==> src/rtl/dbx_pkg.sv <==
package dbx_pkg;

    // Sequence state: two legal encodings, the others are fault codes
    typedef enum logic [1:0] {
        SQ_OUT = 2'b01,
        SQ_IN  = 2'b10
    } seq_state_t;

    localparam logic [7:0] OPC_ACQUIRE = 8'hA1;
    localparam logic [7:0] OPC_RELEASE = 8'hA2;
    localparam logic [7:0] OPC_WAIT    = 8'hA0;

endpackage

==> src/rtl/dbx_opdec.sv <==
module dbx_opdec #(
    parameter int          BYTE_W   = 8,
    parameter logic [BYTE_W-1:0] ACQ_CODE = 8'hA1,
    parameter logic [BYTE_W-1:0] REL_CODE = 8'hA2,
    parameter logic [BYTE_W-1:0] WAIT_CODE = 8'hA0
) (
    input  logic [BYTE_W-1:0] op_byte,
    output logic              op_acq,
    output logic              op_rel,
    output logic              op_wait
);
    always_comb begin
        op_acq  = (op_byte == ACQ_CODE);
        op_rel  = (op_byte == REL_CODE);
        op_wait = (op_byte == WAIT_CODE);
    end
endmodule

==> src/rtl/dbx_credit.sv <==
module dbx_credit #(
    parameter int CNT_W = 8
) (
    input  logic             clk,
    input  logic             rst_n,
    input  logic             add_en,
    input  logic [CNT_W-1:0] add_val,
    input  logic             take,
    output logic [CNT_W-1:0] count,
    output logic             has_credit
);
    typedef struct packed {
        logic [CNT_W-1:0] cnt;
    } cred_t;

    cred_t cr_d, cr_q;

    always_comb begin
        cr_d = cr_q;
        if (add_en)
            cr_d.cnt = cr_d.cnt + add_val;
        if (take)
            cr_d.cnt = cr_d.cnt - CNT_W'(1);
    end

    always_ff @(posedge clk) begin
        if (!rst_n)
            cr_q <= '0;
        else
            cr_q <= cr_d;
    end

    assign count      = cr_q.cnt;
    assign has_credit = !cr_q.cnt[CNT_W-1] && (cr_q.cnt != '0);

    a_r2_add_only: assert property (@(posedge clk) disable iff (!rst_n)
        (add_en && !take) |=> count == $past(count) + $past(add_val));
    a_r3_take_only: assert property (@(posedge clk) disable iff (!rst_n)
        (take && !add_en) |=> count == $past(count) - CNT_W'(1));
    a_r5_add_and_take: assert property (@(posedge clk) disable iff (!rst_n)
        (take && add_en) |=> count == $past(count) + $past(add_val) - CNT_W'(1));
    a_r4_idle_count_stable: assert property (@(posedge clk) disable iff (!rst_n)
        (!take && !add_en) |=> $stable(count));
endmodule

==> src/rtl/dbx_seq_ctl.sv <==
module dbx_seq_ctl
    import dbx_pkg::*;
#(
    parameter int BYTE_W = 8
) (
    input  logic              clk,
    input  logic              rst_n,
    input  logic              in_valid,
    input  logic [BYTE_W-1:0] in_byte,
    input  logic              is_acq,
    input  logic              is_rel,
    input  logic              is_wait,
    input  logic              has_credit,
    input  logic              exec_off,
    output logic              in_ready,
    output logic              take,
    output logic [BYTE_W-1:0] out_byte,
    output logic              out_valid,
    output logic              idle,
    output logic              sm_bad
);
    typedef struct packed {
        seq_state_t        st;
        logic              halt;
        logic              bad;
        logic              ov;
        logic [BYTE_W-1:0] ob;
    } ctl_t;

    ctl_t c_d, c_q;
    logic legal_st;
    logic accept;

    always_comb begin
        legal_st = (c_q.st == SQ_OUT) || (c_q.st == SQ_IN);
        in_ready = !c_q.halt && legal_st && !(is_acq && !has_credit);
        accept   = in_valid && in_ready;
        take     = accept && is_acq;

        c_d      = c_q;
        c_d.ov   = 1'b0;
        c_d.halt = exec_off && (c_q.halt || !in_valid);

        case (c_q.st)
            SQ_OUT, SQ_IN: begin
                if (accept) begin
                    if (is_acq) c_d.st = SQ_IN;
                    if (is_rel) c_d.st = SQ_OUT;
                    if (!is_wait) begin
                        c_d.ov = 1'b1;
                        c_d.ob = in_byte;
                    end
                end
            end
            default: begin
                c_d.bad = 1'b1;
                c_d.st  = SQ_OUT;
            end
        endcase
    end

    always_ff @(posedge clk) begin
        if (!rst_n) begin
            c_q.st   <= SQ_OUT;
            c_q.halt <= 1'b0;
            c_q.bad  <= 1'b0;
            c_q.ov   <= 1'b0;
            c_q.ob   <= '0;
        end else begin
            c_q <= c_d;
        end
    end

    assign out_byte  = c_q.ob;
    assign out_valid = c_q.ov;
    assign idle      = (c_q.st == SQ_OUT) && !in_valid && !c_q.ov;
    assign sm_bad    = c_q.bad;

    a_r7_halt_blocks: assert property (@(posedge clk) disable iff (!rst_n)
        c_q.halt |-> !in_ready);
    a_r6_wait_silent: assert property (@(posedge clk) disable iff (!rst_n)
        (accept && is_wait) |=> !out_valid);
    a_r6_pass_through: assert property (@(posedge clk) disable iff (!rst_n)
        (accept && !is_wait) |=> (out_valid && out_byte == $past(in_byte)));
    a_r8_open_not_idle: assert property (@(posedge clk) disable iff (!rst_n)
        (c_q.st == SQ_IN) |-> !idle);
    a_r9_state_legal: assert property (@(posedge clk) disable iff (!rst_n)
        !sm_bad |-> legal_st);
endmodule

==> src/rtl/doorbell_sequencer.sv <==
module doorbell_sequencer
    import dbx_pkg::*;
#(
    parameter int                BYTE_W    = 8,
    parameter int                CNT_W     = 8,
    parameter logic [BYTE_W-1:0] ACQ_CODE  = OPC_ACQUIRE,
    parameter logic [BYTE_W-1:0] REL_CODE  = OPC_RELEASE,
    parameter logic [BYTE_W-1:0] WAIT_CODE = OPC_WAIT
) (
    input  logic              clk,
    input  logic              rst_n,
    input  logic [BYTE_W-1:0] cmd_byte,
    input  logic              cmd_valid,
    output logic              cmd_ready,
    input  logic              bell_wr,
    input  logic [CNT_W-1:0]  bell_val,
    input  logic              exec_off,
    output logic [BYTE_W-1:0] disp_byte,
    output logic              disp_valid,
    output logic              idle,
    output logic [CNT_W-1:0]  bell_count,
    output logic              sm_bad
);
    logic op_acq, op_rel, op_wait;
    logic has_credit, take;

    dbx_opdec #(
        .BYTE_W   (BYTE_W),
        .ACQ_CODE (ACQ_CODE),
        .REL_CODE (REL_CODE),
        .WAIT_CODE(WAIT_CODE)
    ) u_dec (
        .op_byte(cmd_byte),
        .op_acq (op_acq),
        .op_rel (op_rel),
        .op_wait(op_wait)
    );

    dbx_credit #(.CNT_W(CNT_W)) u_credit (
        .clk       (clk),
        .rst_n     (rst_n),
        .add_en    (bell_wr),
        .add_val   (bell_val),
        .take      (take),
        .count     (bell_count),
        .has_credit(has_credit)
    );

    dbx_seq_ctl #(.BYTE_W(BYTE_W)) u_ctl (
        .clk       (clk),
        .rst_n     (rst_n),
        .in_valid  (cmd_valid),
        .in_byte   (cmd_byte),
        .is_acq    (op_acq),
        .is_rel    (op_rel),
        .is_wait   (op_wait),
        .has_credit(has_credit),
        .exec_off  (exec_off),
        .in_ready  (cmd_ready),
        .take      (take),
        .out_byte  (disp_byte),
        .out_valid (disp_valid),
        .idle      (idle),
        .sm_bad    (sm_bad)
    );

    a_r4_acq_needs_credit: assert property (@(posedge clk) disable iff (!rst_n)
        (cmd_valid && cmd_ready && cmd_byte == ACQ_CODE) |-> $signed(bell_count) > 0);
    a_r3_acq_dispatched: assert property (@(posedge clk) disable iff (!rst_n)
        (cmd_valid && cmd_ready && cmd_byte == ACQ_CODE) |=> (disp_valid && disp_byte == ACQ_CODE));
endmodule

==> config.mk <==
export PLATFORM = sky130hd
export DESIGN_NAME = doorbell_sequencer
export DESIGN_NICKNAME = d
export VERILOG_FILES = /design/src/rtl/dbx_pkg.sv /design/src/rtl/dbx_opdec.sv /design/src/rtl/dbx_credit.sv /design/src/rtl/dbx_seq_ctl.sv /design/src/rtl/doorbell_sequencer.sv
export SDC_FILE = /design/constraint.sdc
export NUM_CORES = 1
export LEC_CHECK = 0
export BUFFER_PORTS_ARGS = -buffer_cell sky130_fd_sc_hd__buf_2
export CAP_MARGIN = 20
export CORE_UTILIZATION = 50
export CTS_BUF_LIST = sky130_fd_sc_hd__clkbuf_4
export CTS_CLUSTER_DIAMETER = 150
export CTS_CLUSTER_SIZE = 12
export DETAILED_ROUTE_END_ITERATION = 16
export PLACE_DENSITY_LB_ADDON = 0.3
export SYNTH_ARGS = -nofsm -noshare
export SYNTH_HDL_FRONTEND = slang
export SYNTH_HIERARCHICAL = 1
export SYNTH_SLANG_ARGS = --single-unit
==> constraint.sdc <==
create_clock -name clk -period 2.7 [get_ports clk]
set_input_delay 0.54 -clock clk [delete_from_list [all_inputs] [get_ports clk]]
set_output_delay 0.54 -clock clk [all_outputs]
set_load 0.05 [all_outputs]
==> results of run 1 <==
[path summary, 6_finish.rpt]
kind | endpoint | slack, ns | depth (start not counted)
max | u_credit/count[7] | 0.28 | 10
min | u_ctl/c_q[10] | 0.44 | 3
max reg2reg | u_credit/count[7] | 0.28 | 10
min reg2reg | u_ctl/out_byte[2] | 0.47 | 2
[metrics by stage]
step / hold slack (ns) / area (um2) / power [mW]
detailed placement: 0.447 / 1620 / 0.732
floorplan: 0.433 / 1470 / 0.660
finish: 0.443 / 1650 / 0.888
CTS: 0.441 / 1650 / 0.893
global route: 0.455 / 1650 / 0.939
global placement: 0.440 / 1620 / 0.721
[worst max-delay path: stages, from the launching register on]
cell and delay (ns):
dfxtp_1 0.40, ha_1 0.19, inv_1 0.05, fa_1 0.38
nor2b_1 0.17, o22ai_1 0.16, xnor2_1 0.22, a2111oi_4 0.33
o211ai_1 0.17, a21oi_1 0.17, nor3b_2 0.06
[kinds of logic (layout without fill, tap and decap cells)]
group / count (synthesis) / after routing / synth area share
and+or+nand+nor: 64 / 64 / 0.245
AOI/OAI and AO/OA: 29 / 29 / 0.153
buffers and inverters: 25 / 58 / 0.0934
DFF: 21 / 21 / 0.288
muxes: 12 / 12 / 0.0823
adders and majority gates: 10 / 10 / 0.0908
xor gates and xnor gates: 8 / 8 / 0.0480
[placed cells by master (no fill, tap or decap), types with 4 or more instances in the layout]
cell and instances:
dfxtp_1 21, clkbuf_4 4, buf_2 40, xnor2_1 7
mux2i_1 12, a21oi_1 8, ha_1 9, nand2_1 21
nor2_1 10, nor4_1 4, nand3_1 4, inv_1 12
nor3_1 4, a21o_1 4
[sequential cells by signal, indices dropped and copies added (netlist names)]
name and flops:
u_ctl/out_valid 1, u_ctl/out_byte 8, u_credit/count 8, u_ctl/sm_bad 1
u_ctl/c_q 3
[layout make-up]
| cell class | count | area share |
|---|---|---|
| Multi-Input combinational cell | 123 | 0.549 |
| Sequential cell | 21 | 0.254 |
| Timing Repair Buffer | 41 | 0.126 |
| Inverter | 13 | 0.0295 |
| Tap cell | 31 | 0.0234 |
| Clock buffer | 4 | 0.0182 |
[routing by layer]
| metal | part of all wire | routed length, um | global-route usage | vias up |
|---|---|---|---|---|
| met5 | 0 | 0 | 0 | - |
| met4 | 0.013 | 38 | 0.101 | 0 |
| met3 | 0.038 | 109 | 0.0256 | 4 |
| met2 | 0.52 | 1520 | 0.371 | 32 |
| met1 | 0.43 | 1240 | 0.222 | 588 |
| li1 | - | - | - | 653 |
[cells in the mapped netlist (all sizes together) (2+ instances only)]
cell type   n
a21o        4
a21oi       8
and2        2
buf        11
dfxtp      21
ha          9
inv        13
mux2i      12
nand2      21
nand3       4
nand4       2
nor2       10
nor2b       3
nor3        5
nor3b       2
nor4        4
o21a        2
o21ai       3
o22ai       2
or2         2
or3         3
xnor2       7
[power groups by stage]
stage | Sequential [mW] | Clock [mW] | Combinational, mW
floorplan | 0.414 | 0 | 0.246
global placement | 0.365 | 0 | 0.356
detailed placement | 0.367 | 0 | 0.365
CTS | 0.360 | 0.166 | 0.367
global route | 0.364 | 0.177 | 0.398
finish | 0.360 | 0.161 | 0.368
==> impl_metrics.json, run 1 <==
{
  "worst_pin_slew_ns": 0.496,
  "synthArstFlopShare": 0,
  "fin_nets": 234,
  "reg2reg_from": "u_credit/count[0]",
  "drive_above_1_share": 0.277,
  "h-tree-depth": 1,
  "leakage_nw": 0.790,
  "p_int_mw": 0.533,
  "maxSlewHeadroom": 0.669,
  "ant_nets": 0,
  "fin_util": 0.600,
  "dieArea_mm2": 0.00314,
  "status": "finished, final reports clean",
  "dp_slack_ns": 0.0905,
  "port_buffers": 40,
  "synthesis.area_mm2": 0.00146,
  "die_x_um": 56.0,
  "die_h_um": 56.0,
  "syn_inst": 169,
  "diodes": 0,
  "row_count": 19,
  "p_sw_frac": 0.400,
  "nFillCells": 251,
  "critPathMaxFanout": 5,
  "hold_buffers": 0,
  "place.gp.congestion": 0.916,
  "synth_ff_type": "dfxtp_1",
  "hold_start": "exec_off",
  "synth.avg_cell_area_um2": 8.64,
  "post-synth-top-area-cell": "dfxtp_1",
  "clock_power_share": 0.181,
  "finalHoldViolations": 0,
  "power_density_mw_per_mm2": 537,
  "grt-ovfl-total": 0,
  "finalNonFillerCells": 233,
  "worstPathArrival_ns": 2.62,
  "power_frac_seq": 0.405,
  "first_pass_iters": 3,
  "antenna_found_initial": 0,
  "end_kind": "register",
  "post-cts-setup-buffer-count": 0,
  "viasPerCell": 5.48,
  "route.vias.total": 1277,
  "ir_drop_v": 0.000402,
  "worstSetupPathType": "register to register",
  "grt_pass1_vias": 1227,
  "maxCapViolations": 0,
  "fmax_mhz": 413,
  "wl_mm": 2.91,
  "drtIter0Drc": 28,
  "synth-seq-area-share": 0.288,
  "netSwitchingPower_mw": 0.355,
  "dp_hpwl_mm": 2.37,
  "clock-skew-final_ns": 0.00150,
  "multi_input_area_um2": 908,
  "yosysUniqueCellTypes": 50,
  "start_kind": "register",
  "gr-usage-all-layers": 0.200,
  "regArea_um2": 420,
  "cts_buffer_depth": 2,
  "cts_tree": "done",
  "synth_area_leaders": "dfxtp_1, mux2i_1, ha_1, nand2_1, buf_4",
  "required_ns": 2.90,
  "fin_ws_ns": 0.277,
  "io_pins": 41,
  "cts_resized": 0,
  "cts.clk_slew.worst_paths_ns": 0.11,
  "p_comb_frac": 0.414,
  "routedWlPerCell_um": 12.5,
  "hold_class": "input pin to register",
  "yosysTopAreaCellShare": 0.288,
  "rsz0062_at_grt": "no",
  "synth_edf_count": 0,
  "setup_viol": 0,
  "grt_max_degree": 22,
  "syn2layout_area_growth_pct": 13.3,
  "post-route-period-util": 0.897,
  "slew_violations": 0,
  "ys.warnings.count": 6,
  "initial_utilization": 0.529,
  "fin_tns_setup_ns": 0,
  "ys_seq_elements": 21,
  "clk_latency_ns": 0.30,
  "syn-num-nets": 200,
  "post-route-min-period_ns": 2.42,
  "placed_cells": 229,
  "cts_sinks": 21,
  "core_mm2": 0.00276,
  "startpoint": "u_credit/count[0]",
  "clock_tree.root_cell": "clkbuf_4",
  "cts_buffers": 3,
  "drc": 0,
  "grt_pass1_wl_mm": 5.13
}
No activity file was read; power rests on OpenSTA's default activity.
==> run 2: changes to the inputs <==
--- a/config.mk
+++ b/config.mk
@@ -6,7 +6,6 @@
 export NUM_CORES = 1
 export LEC_CHECK = 0
 export BUFFER_PORTS_ARGS = -buffer_cell sky130_fd_sc_hd__buf_2
-export CAP_MARGIN = 20
 export CORE_UTILIZATION = 50
 export CTS_BUF_LIST = sky130_fd_sc_hd__clkbuf_4
 export CTS_CLUSTER_DIAMETER = 150
==> constraint.sdc (replaced) <==
create_clock -name clk -period 2.9 [get_ports clk]
set_input_delay 0.145 -clock clk [delete_from_list [all_inputs] [get_ports clk]]
set_output_delay 0.145 -clock clk [all_outputs]
set_load 0.05 [all_outputs]
==> run 2 against run 1 <==
  * Worst hold slack got worse by 0.40 ns
  * Cell area decreased by 0.76%
  * Core utilization decreased by 0.45 points
  * Critical path type unchanged
  * Largest power group unchanged
  * Highest routed layer unchanged
==> impl_metrics.json, run 2 (synthesis gave the netlist of run 1 again) <==
{
  "maxCapViolations": 0,
  "diodes": 0,
  "cts_resized": 0,
  "hold_class": "input pin to register",
  "reg2reg_from": "u_credit/count[0]",
  "route.vias.total": 1282,
  "gr-usage-all-layers": 0.205,
  "fin_tns_setup_ns": 0,
  "post-cts-setup-buffer-count": 0,
  "hold_start": "exec_off",
  "fin_nets": 233,
  "first_pass_iters": 4,
  "row_count": 19,
  "core_mm2": 0.00276,
  "drive_above_1_share": 0.269,
  "post-route-period-util": 0.856,
  "syn2layout_area_growth_pct": 12.4,
  "grt_pass1_vias": 1222,
  "status": "finished, final reports clean",
  "fin_ws_ns": 0.416,
  "final_common_cell": "buf_2",
  "nFillCells": 265,
  "grt-ovfl-total": 0,
  "initial_utilization": 0.529,
  "required_ns": 3.10,
  "ant_nets": 0,
  "grt_max_degree": 22,
  "io_pins": 41,
  "holdPathStages": 3,
  "maxSlewHeadroom": 0.660,
  "final_cell_mix": "buf_2, nand2_1, dfxtp_1",
  "rr_worst_depth": 10,
  "cts_buffers": 3,
  "dp_hpwl_mm": 2.35,
  "drtIter0Drc": 29,
  "wl_mm": 2.97,
  "end_kind": "register",
  "cts_tree": "done",
  "r2r_slack_ns": 0.42,
  "start_kind": "register",
  "routedWlPerCell_um": 12.8,
  "die_h_um": 56.0,
  "drc": 0,
  "post-route-min-period_ns": 2.48,
  "reg2reg_to": "u_credit/count[7]",
  "cts_buffer_depth": 2,
  "port_buffers": 40,
  "cts.clk_slew.worst_paths_ns": 0.12,
  "finalHoldViolations": 0,
  "h-tree-depth": 1,
  "die_x_um": 56.0,
  "clock-skew-final_ns": 0.0128,
  "place.gp.congestion": 0.825,
  "slew_violations": 0,
  "power_density_mw_per_mm2": 497,
  "rsz0062_at_grt": "no",
  "hold_buffers": 0,
  "critPathMaxFanout": 5,
  "ir_drop_v": 0.000404,
  "grt_pass1_wl_mm": 5.13,
  "fin_util": 0.595,
  "viasPerCell": 5.53,
  "antenna_found_initial": 0,
  "cts_sinks": 21,
  "leakage_nw": 0.780,
  "worstPathArrival_ns": 2.68,
  "hold_path_end": "u_ctl/c_q[10]",
  "clock_tree.root_cell": "clkbuf_4",
  "worstSetupPathType": "register to register",
  "worst_pin_slew_ns": 0.510,
  "fmax_mhz": 403,
  "setup_viol": 0,
  "dp_slack_ns": 0.449,
  "clk_latency_ns": 0.31,
  "dieArea_mm2": 0.00314
}
==> run 2: cell count changes in the layout (fill, tap and decap cells not counted), sizes merged <==
cell and change:
clkinvlp +1, clkbuf -1, buf -1
==> run 2: area by class of cell <==
type / instances / area [um2] / share of cell area
Clock inverter: 1 / 7.51 / 0.00457
Multi-Input combinational cell: 123 / 903 / 0.550
Inverter: 13 / 48.8 / 0.0297
Clock buffer: 3 / 22.5 / 0.0137
Sequential cell: 21 / 420 / 0.256
Timing Repair Buffer: 40 / 200 / 0.122
Tap cell: 31 / 38.8 / 0.0236
==> run 2: per-layer routing <==
metal / up-vias / part of all wire / GRT usage
met4: 0 / 0.0088 / 0.0662
met1: 602 / 0.48 / 0.250
met3: 5 / 0.031 / 0.0488
met5: - / 0 / 0
li1: 655 / - / -
met2: 20 / 0.48 / 0.355
==> run 2: critical path, cell delays in order (launching register included) <==
cell	delay [ns]
dfxtp_1	0.42
ha_1	0.19
inv_1	0.06
fa_1	0.38
nor2b_1	0.17
o22ai_1	0.16
xnor2_1	0.39
a2111oi_4	0.09
o211ai_1	0.26
nand3_1	0.09
nor3b_2	0.16
==> run 2: power by group <==
part / switching (mW) / leakage [nW] / internal [mW]
registers: 0.0234 / 0.173 / 0.311
logic: 0.218 / 0.594 / 0.119
clock network: 0.0906 / 0.0139 / 0.0527
==> run 2: metrics by stage <==
step	std cells	cell area, um2	hold WS, ns	power, mW
CTS	232	1640	0.0261	0.823
detailed placement	228	1610	0.381	0.677
floorplan	169	1460	0.236	0.615
global placement	228	1610	0.370	0.668
finish	232	1640	0.0389	0.815
global route	232	1640	0.0202	0.869
==> run 2: worst max path at each step <==
stage / start / to / slack, ns / depth (start not counted)
after floorplan: u_credit/count[0] / u_credit/count[7] / 0.32 / 10
after global placement: u_credit/count[0] / u_credit/count[6] / 0.63 / 10
after detailed placement: u_credit/count[0] / u_credit/count[7] / 0.45 / 10
after CTS: u_credit/count[0] / u_credit/count[7] / 0.41 / 10
after global routing: u_credit/count[0] / u_credit/count[7] / 0.19 / 10
final: u_credit/count[0] / u_credit/count[7] / 0.42 / 10
